[config.mk]
export PLATFORM = sky130hd
export DESIGN_NAME = cpd_top
export DESIGN_NICKNAME = d
export VERILOG_FILES = /design/src/rtl/cpd_pkg.sv /design/src/rtl/cpd_rise.sv /design/src/rtl/cpd_modwrap.sv /design/src/rtl/cpd_top.sv
export SDC_FILE = /design/constraint.sdc
export NUM_CORES = 1
export LEC_CHECK = 0
export ABC_AREA = 1
export ABC_CLOCK_PERIOD_IN_PS = 6500
export CELL_PAD_IN_SITES_DETAIL_PLACEMENT = 0
export CELL_PAD_IN_SITES_GLOBAL_PLACEMENT = 2
export CORE_MARGIN = 5
export CORE_UTILIZATION = 39
export CTS_BUF_LIST = sky130_fd_sc_hd__clkbuf_4
export DETAILED_ROUTE_END_ITERATION = 8
export PLACE_DENSITY = 0.9
export SYNTH_ARGS = -nofsm -noshare
export SYNTH_HDL_FRONTEND = slang
export SYNTH_SLANG_ARGS = --single-unit
[constraint.sdc]
create_clock -name clk_i -period 6.5 [get_ports clk_i]
set_input_delay 0.975 -clock clk_i [delete_from_list [all_inputs] [get_ports clk_i]]
set_output_delay 0.975 -clock clk_i [all_outputs]
set_load 0.1 [all_outputs]
[src/rtl/cpd_pkg.sv]
package cpd_pkg;
    typedef enum logic {
        ADR_DIV   = 1'b0,
        ADR_PHASE = 1'b1
    } cpd_addr_e;
endpackage

[src/rtl/cpd_rise.sv]
module cpd_rise (
    input  logic clk_i,
    input  logic rst_ni,
    input  logic sig_i,
    output logic rise_o
);
    logic prev_d, prev_q;

    always_comb prev_d = sig_i;

    always_ff @(posedge clk_i or negedge rst_ni) begin
        if (!rst_ni) prev_q <= 1'b0;
        else         prev_q <= prev_d;
    end

    assign rise_o = sig_i & ~prev_q;
endmodule

[src/rtl/cpd_modwrap.sv]
module cpd_modwrap #(
    parameter int W = 16
) (
    input  logic [W-1:0] base_i,
    input  logic [W-1:0] inc_i,
    input  logic [W-1:0] mod_i,
    output logic [W-1:0] res_o
);
    localparam int SW = W + 2;

    logic signed [SW-1:0] sum, modv;

    always_comb begin
        modv = signed'({2'b00, mod_i});
        sum  = signed'({2'b00, base_i}) + signed'({{2{inc_i[W-1]}}, inc_i});
        if (sum < 0)          res_o = W'(sum + modv);
        else if (sum >= modv) res_o = W'(sum - modv);
        else                  res_o = W'(sum);
    end
endmodule

[src/rtl/cpd_top.sv]
module cpd_top #(
    parameter int W       = 16,
    parameter int RST_DIV = 128
) (
    input  logic         clk_i,
    input  logic         rst_ni,
    input  logic         gate_i,
    input  logic         event_i,
    input  logic         swtrg_i,
    input  logic         wr_valid_i,
    input  logic         wr_addr_i,
    input  logic [W-1:0] wr_data_i,
    output logic         div_out_o,
    output logic         aux_out_o,
    output logic         busy_o
);
    import cpd_pkg::*;

    localparam logic [W-1:0] ONE     = W'(1);
    localparam logic [W-1:0] MIN_DIV = W'(2);
    localparam logic [W-1:0] RST_RC  = W'(RST_DIV);
    localparam logic [W-1:0] RST_RB  = W'(1 + RST_DIV / 2);
    localparam int           NCMP    = 2;

    typedef struct packed {
        logic [W-1:0] cnt;
        logic [W-1:0] rc;
        logic [W-1:0] ra;
        logic [W-1:0] rb;
        logic [W-1:0] res;
        logic         main;
        logic         aux;
        logic         busy;
    } state_t;

    state_t       st_d, st_q;
    logic         ev_rise;
    logic [W-1:0] cmp_cur [NCMP];
    logic [W-1:0] cmp_nxt [NCMP];
    logic [W-1:0] new_div;
    logic         run, hit_ra, hit_rb, hit_rc, at_bound;
    logic [W-1:0] cnt_w, rc_w, ra_w;

    cpd_rise u_rise (
        .clk_i  (clk_i),
        .rst_ni (rst_ni),
        .sig_i  (event_i),
        .rise_o (ev_rise)
    );

    assign cmp_cur[0] = st_q.ra;
    assign cmp_cur[1] = st_q.rb;

    generate
        for (genvar g = 0; g < NCMP; g++) begin : g_shift
            cpd_modwrap #(.W(W)) u_wrap (
                .base_i (cmp_cur[g]),
                .inc_i  (wr_data_i),
                .mod_i  (st_q.rc),
                .res_o  (cmp_nxt[g])
            );
        end
    endgenerate

    always_comb begin
        st_d     = st_q;
        run      = gate_i;
        hit_ra   = (st_q.cnt == st_q.ra);
        hit_rb   = (st_q.cnt == st_q.rb);
        hit_rc   = (st_q.cnt == st_q.rc);
        at_bound = st_q.busy && run && (st_q.res == '0 || st_q.cnt == '0);
        new_div  = (wr_data_i < MIN_DIV) ? MIN_DIV : wr_data_i;

        if (run) begin
            st_d.cnt = hit_rc ? '0 : st_q.cnt + ONE;
            // period match outranks rise match
            if (hit_rc)      st_d.main = 1'b0;
            else if (hit_ra) st_d.main = 1'b1;
            // residue of the count modulo the new divider, reduced step by step
            if (st_q.busy) begin
                if (st_q.res >= st_q.rc)         st_d.res = st_q.res + ONE - st_q.rc;
                else if (st_q.res + ONE == st_q.rc) st_d.res = '0;
                else                             st_d.res = st_q.res + ONE;
            end
        end

        if (run && hit_rb) st_d.aux = 1'b0;
        else if (ev_rise)  st_d.aux = 1'b1;

        if (wr_valid_i && !st_q.busy) begin
            if (cpd_addr_e'(wr_addr_i) == ADR_DIV) begin
                st_d.rc = new_div;
                st_d.ra = ONE;
                st_d.rb = ONE + (new_div >> 1);
                if (run && st_q.cnt > new_div && st_d.cnt != '0) begin
                    st_d.busy = 1'b1;
                    st_d.res  = st_d.cnt;
                end
            end else begin
                st_d.ra = cmp_nxt[0];
                st_d.rb = cmp_nxt[1];
                if (cmp_nxt[0] == '0) begin
                    st_d.ra = ONE;
                    st_d.rb = cmp_nxt[1] + ONE;
                end
            end
        end

        if (swtrg_i || at_bound) begin
            st_d.cnt  = '0;
            st_d.main = 1'b0;
            st_d.aux  = 1'b0;
            st_d.busy = 1'b0;
        end
    end

    always_ff @(posedge clk_i or negedge rst_ni) begin
        if (!rst_ni) begin
            st_q <= '{cnt: '0, rc: RST_RC, ra: ONE, rb: RST_RB, res: '0,
                      main: 1'b0, aux: 1'b0, busy: 1'b0};
        end else begin
            st_q <= st_d;
        end
    end

    assign div_out_o = st_q.main;
    assign aux_out_o = st_q.aux;
    assign busy_o    = st_q.busy;
    assign cnt_w     = st_q.cnt;
    assign rc_w      = st_q.rc;
    assign ra_w      = st_q.ra;
endmodule

# Yosys cells after proc, flatten, opt, wreduce, memory -nomap -nowiden
# Cells that the tools add are included.
dict set report word_totals {
  reg_bits 84
  input_bits 23
  output_inout_bits 3
  word_cells 81
}
dict set report classes {
  add_sub_neg 11
  n_lt_le_gt_ge 7
  eq_ne 5
  n_mux 25
  bitwise 3
  n_reduce_logical 21
}
# cell n
set ops {}
lappend ops {{two-way mux 16 bit} 14}
lappend ops {{equality test 16 bit} 4}
lappend ops {{two-way mux 32 bit} 2}
lappend ops {{adder 16 x 1 -> 16 bit, second input constant} 3}
lappend ops {{logical NOT 16 bit} 3}
lappend ops {{subtractor 16 bit} 3}
lappend ops {{adder 17 x 16 -> 18 bit} 2}
lappend ops {{greater-or-equal comparator 18 x 17 -> 1 bit} 2}
lappend ops {{less-than comparator 18 x 1 -> 1 bit, second input constant} 2}
lappend ops {{adder 16 bit} 2}
lappend ops {{two-way mux 17 bit} 1}
lappend ops {{adder 1 x 15 -> 16 bit, first input constant} 1}
lappend ops {{greater-or-equal comparator 16 bit} 1}
lappend ops {{greater-than comparator 16 bit} 1}
lappend ops {{less-than comparator 16 x 2 -> 1 bit, second input constant} 1}
lappend ops {{nonzero test 16 bit} 1}
lappend ops {{two-way mux 1 bit} 7}
lappend ops {{logical AND 1 bit} 6}
lappend ops {{nonzero test 2 bit} 3}
lappend ops {{nonzero test 3 bit} 2}
lappend ops {{AND reduction 2 bit} 2}
lappend ops {{two-way mux 3 bit} 1}
lappend ops {{AND reduction 3 bit} 1}
lappend ops {{logical OR 1 bit} 2}
lappend ops {{4 further kinds} 5}

# Longest topological paths before layout
dict set report logic_depth {
  word_depth 9
  mapped_depth 38
}

# Modules after synthesis
# From an unflattened synthesis, not the netlist that was laid out.
dict set report unflattened {
  hier_cells 2158
  area_unflattened_um2 13539.2
}
# module n_inst cells_per_inst area_each_um2
set by_module_without_submodules {}
lappend by_module_without_submodules {cpd_top 1 1137 7529.7}
lappend by_module_without_submodules {{cpd_modwrap (g_shift[1].u_wrap)} 1 522 3115.5}
lappend by_module_without_submodules {{cpd_modwrap (g_shift[0].u_wrap)} 1 496 2859.0}
lappend by_module_without_submodules {cpd_rise 1 3 35.0}

# Worst setup path before layout
# OpenSTA, ideal clock, no wires.
dict set report synth_path {
  path_type {input-to-reg}
  start {input port wr_data_i[0]}
  end {register st_q (netlist bit cmp_cur[12])}
  t_arrival_ns 4.758
  t_required_ns 6.378
  slack_ns 1.620
  stages 36
  n_path_buf 1
  cell_sequence {ha_1 -> fa_1 -> nand3_1 -> nand3_1 -> nand2_1 -> nand2_1 -> inv_1 -> o21bai_1 -> xnor2_1 -> inv_1 -> ha_1 -> buf_2 -> nand2_1 -> nor2_1 -> and2_1 -> nand2_1 -> nand2_1 -> nand2_1 -> nand2_1 -> o21ai_4 -> nand2_4 -> inv_1 -> nand2_1 -> nand3_1 -> nand2_1 -> inv_1 -> ha_1 -> nand3_1 -> inv_1 -> nand3_1 -> nand2_1 -> nand2_1 -> nand2_1 -> nand2_1 -> nand2_1 -> a21oi_2}
}
dict set report synth_between {
  elab_chain_cells 7
  word_cells_on_any_way 21
  classes_between {add/sub: 8; order compare: 5; mux: 7; reduce/logical: 1}
}
# element line
set synth_lines {}
lappend synth_lines {{from (decl)} cpd_top.sv:12} ;# input logic [W-1:0] wr_data_i,
lappend synth_lines {{adder 17 x 16 -> 18 bit} cpd_modwrap.sv:15} ;# sum = signed'({2'b00, base_i}) + signed'({{2{inc_i[W-1]}}, inc_i});
lappend synth_lines {{subtractor 16 bit or greater-or-equal comparator 18 x 17 -> 1 bit (tied branches)} cpd_modwrap.sv:17} ;# else if (sum >= modv) res_o = W'(sum - modv);
lappend synth_lines {{two-way mux 16 bit} cpd_modwrap.sv:17}
lappend synth_lines {{two-way mux 16 bit} cpd_modwrap.sv:16} ;# if (sum < 0) res_o = W'(sum + modv);
lappend synth_lines {{adder 16 x 1 -> 16 bit or logical NOT 16 bit (tied branches)} {cpd_top.sv:104, cpd_top.sv:102}}
lappend synth_lines {{two-way mux 32 bit} cpd_top.sv:102} ;# if (cmp_nxt[0] == '0) begin
lappend synth_lines {{two-way mux 32 bit *} cpd_top.sv:91} ;# if (cpd_addr_e'(wr_addr_i) == ADR_DIV) begin
lappend synth_lines {{to (signal assigned)} cpd_top.sv:119} ;# st_q <= '{cnt: '0, rc: RST_RC, ra: ONE, rb: RST_RB, res: '0,
lappend synth_lines {{to (signal assigned)} cpd_top.sv:122} ;# st_q <= st_d;
lappend synth_lines {{to (decl)} cpd_top.sv:36} ;# state_t st_d, st_q;
# Mark *: on every way between the ends. The rest lies on a longest branch, timed or not.
# A chain may end at the register's enable or synchronous reset.

# Final worst setup path
dict set report layout_path {
  start {input port wr_data_i[0]}
  end {register st_q (netlist bit cmp_cur[9])}
}
# Same word-level chain as after synthesis.

==> flow_summary.json <==
{
  "drive_gt1_share_pct": 5.84,
  "n_fill_cell": 3654,
  "worst_pin_slew_ns": 0.973,
  "crit_path_max_incr_delay_ns": 0.54,
  "fmax_ghz": 0.168,
  "die_y_um": 194,
  "routed_wl_um": 54400,
  "syn_area_um2": 13200,
  "holdBufCountCts": 0,
  "h-tree-depth": 3,
  "cts_num_sinks": 84,
  "globalplace.congestion": 0.950,
  "r2r_cells": 29,
  "cts_setup_buffers": 0,
  "drt_first_pass_iters": 5,
  "setup_viol": 0,
  "grt_pass1_vias": 13900,
  "synth_seq_area_share_pct": 15.9,
  "root_buffer": "clkbuf_4",
  "multiInputGateArea_um2": 9660,
  "fin_skew_ns": 0.0267,
  "port-buffer-count": 25,
  "drv_slew": 0,
  "clk_pin_slew_ns": 0.14,
  "min_path_type": "primary input to asynchronous set/reset pin",
  "antenna_found_initial": 1,
  "post-route-util_pct": 42.5,
  "drv_cap": 0,
  "critPathRequiredTime_ns": 6.90,
  "timing.rr.end": "cmp_cur[9]$_DFFE_PN0P_",
  "numCtsBuffers": 9,
  "avgRoutedWirePerCell_um": 20.9,
  "grt_max_degree": 47,
  "crit_arrival_ns": 6.37,
  "synth_edf_count": 0,
  "synth_cells": 2124,
  "hold_viol": 0,
  "crit_type": "primary input to flip-flop",
  "grt_util_met2_pct": 46.6,
  "syn-num-nets": 2304,
  "syn_area_per_cell_um2": 6.22,
  "core-area_um2": 33500,
  "grt_overflow_total": 0,
  "num_vias": 14400,
  "grt_first_pass_wirelength_um": 82200,
  "clk_latency_ns": 0.50,
  "post_cts_resized": 0,
  "synthArstFlopShare_pct": 100,
  "cp_max_fo": 14,
  "rows": 67,
  "syn_to_final_growth_pct": 7.94,
  "nets": 2332,
  "reg2reg_slack_ns": 1.17,
  "die_x_um": 194,
  "worst_r2r_startpoint": "ra_w[0]$_DFFE_PN1P_",
  "slew-limit-headroom_pct": 34.9,
  "ff_latch_area_um2": 2110,
  "rsz0062_at_grt": "no",
  "clockBufferDepth": 2,
  "cp_slowest_cell": "clkdlybuf4s50_1",
  "cp-end-kind": "flip-flop",
  "gr-usage-met3_pct": 2.59,
  "met1_usage_pct": 37.2,
  "fin_crit_sh_pct": 91.8,
  "cp-start-kind": "primary input",
  "synth.distinct_cells": 57,
  "place_hpwl_um": 44000,
  "route.detailed.drc": 0,
  "first_iter_violations": 1248,
  "grt.total_usage_pct": 27.9,
  "die_area_um2": 37700,
  "fin_crit_ns": 5.97,
  "via_per_inst": 5.53,
  "ys_warn_count": 0,
  "crit_top_cell": "nand2_1",
  "ios": 26,
  "ant_nets": 0,
  "ys_ff_latch": 84,
  "status": "completed",
  "synth_ff_type": "dfrtp_1",
  "top_usage_layer": "met2",
  "initial_core_util_pct": 39.4,
  "cts_tree": "done"
}
-- worst max-delay path by stage --
stage,to,cells past startpoint,start
floorplan,cmp_cur[12]$_DFFE_PN0P_,36,wr_data_i[0]
global placement,cmp_cur[9]$_DFFE_PN0P_,33,wr_data_i[0]
detailed placement,cmp_cur[9]$_DFFE_PN0P_,33,wr_data_i[0]
CTS,cmp_cur[9]$_DFFE_PN0P_,33,wr_data_i[0]
global route,cmp_cur[9]$_DFFE_PN0P_,33,wr_data_i[0]
finish,cmp_cur[9]$_DFFE_PN0P_,33,wr_data_i[0]
-- registers in the layout, summed over array words and instances, names as in the netlist --
signal and flops:
cmp_cur 16, cnt_w 16, ra_w 16, rc_w 16
st_q 16, aux_out_o 1, busy_o 1, div_out_o 1
u_rise.prev_q 1
-- critical path: cells and delay by family --
family          cells  cell delay [ns]
fa+ha+maj           3             1.05
compound gates      3             0.73
simple gates       21             2.40
xor+xnor            1             0.33
buf+inv             5             0.81
-- per-stage QoR --
| step | std cells | setup TNS, ns | worst slack, ns | hold slack, ns | area (um2) |
|---|---|---|---|---|---|
| after floorplan | 2124 | 0 | 1.62 | 0.493 | 13200 |
| after global placement | 2589 | -0.00198 | -0.00198 | 0.528 | 14100 |
| after detailed placement | 2589 | 0 | 0.00500 | 0.540 | 14100 |
| after CTS | 2605 | 0 | 0.525 | 0.421 | 14300 |
| after global routing | 2606 | 0 | 0.110 | 0.428 | 14300 |
| final | 2606 | 0 | 0.533 | 0.426 | 14300 |
-- placed cells by master, fill, tap and decap left out, types with 13 or more instances in the layout --
cell and n:
o22ai_1 23, a21oi_1 137, inv_1 291, nand3_1 157, xnor2_1 25, xor2_1 94
o21ai_0 92, buf_4 56, ha_1 150, o211ai_1 15, nor3_1 27, clkdlybuf4s50_1 24
nor4_1 20, nand2_1 585, o21bai_1 17, dfrtp_1 80, nor2_1 166, nand4_1 37
a21o_1 13
-- routing by layer --
layer  routed length [um]  vias up
li1                     -     7029
met5                    0        -
met1                24200     6756
met2                24700      514
met4                 2540        0
met3                 2940      108
-- kinds of logic after synthesis --
family	count (synthesis)	synth area share, %
adders and majority gates	157	15.3
DFF	84	15.9
xor gates and xnor gates	119	7.89
and+or+nand+nor	1035	33.5
buffers and inverters	365	11.0
AOI/OAI and AO/OA	364	16.4
-- Yosys cell counts, types with 25 or more instances --
cell,number,share of area (%)
ha_1,150,14
o21ai_0,92,3.5
a21oi_1,137,5.2
nor2_1,167,4.7
nor3_1,27,1.0
xnor2_1,25,1.7
dfrtp_1,80,15
nand3_1,157,5.9
inv_1,291,8.3
nand4_1,37,1.8
xor2_1,94,6.2
nand2_1,585,17
clkbuf_1,33,0.94
-- final cells by class --
cell class / count / share of cell area [%]
multi-input cells: 1675 / 67.7
flip-flops and latches: 84 / 14.8
inverters: 302 / 7.95
repair buffers: 80 / 4.63
well taps: 448 / 3.93
clock buffers: 12 / 0.632
clock inverters: 4 / 0.351
diodes: 1 / 0.0175
Power is not shown: default switching activity piles up to over one toggle a cycle in this logic, so the estimate is an artifact.
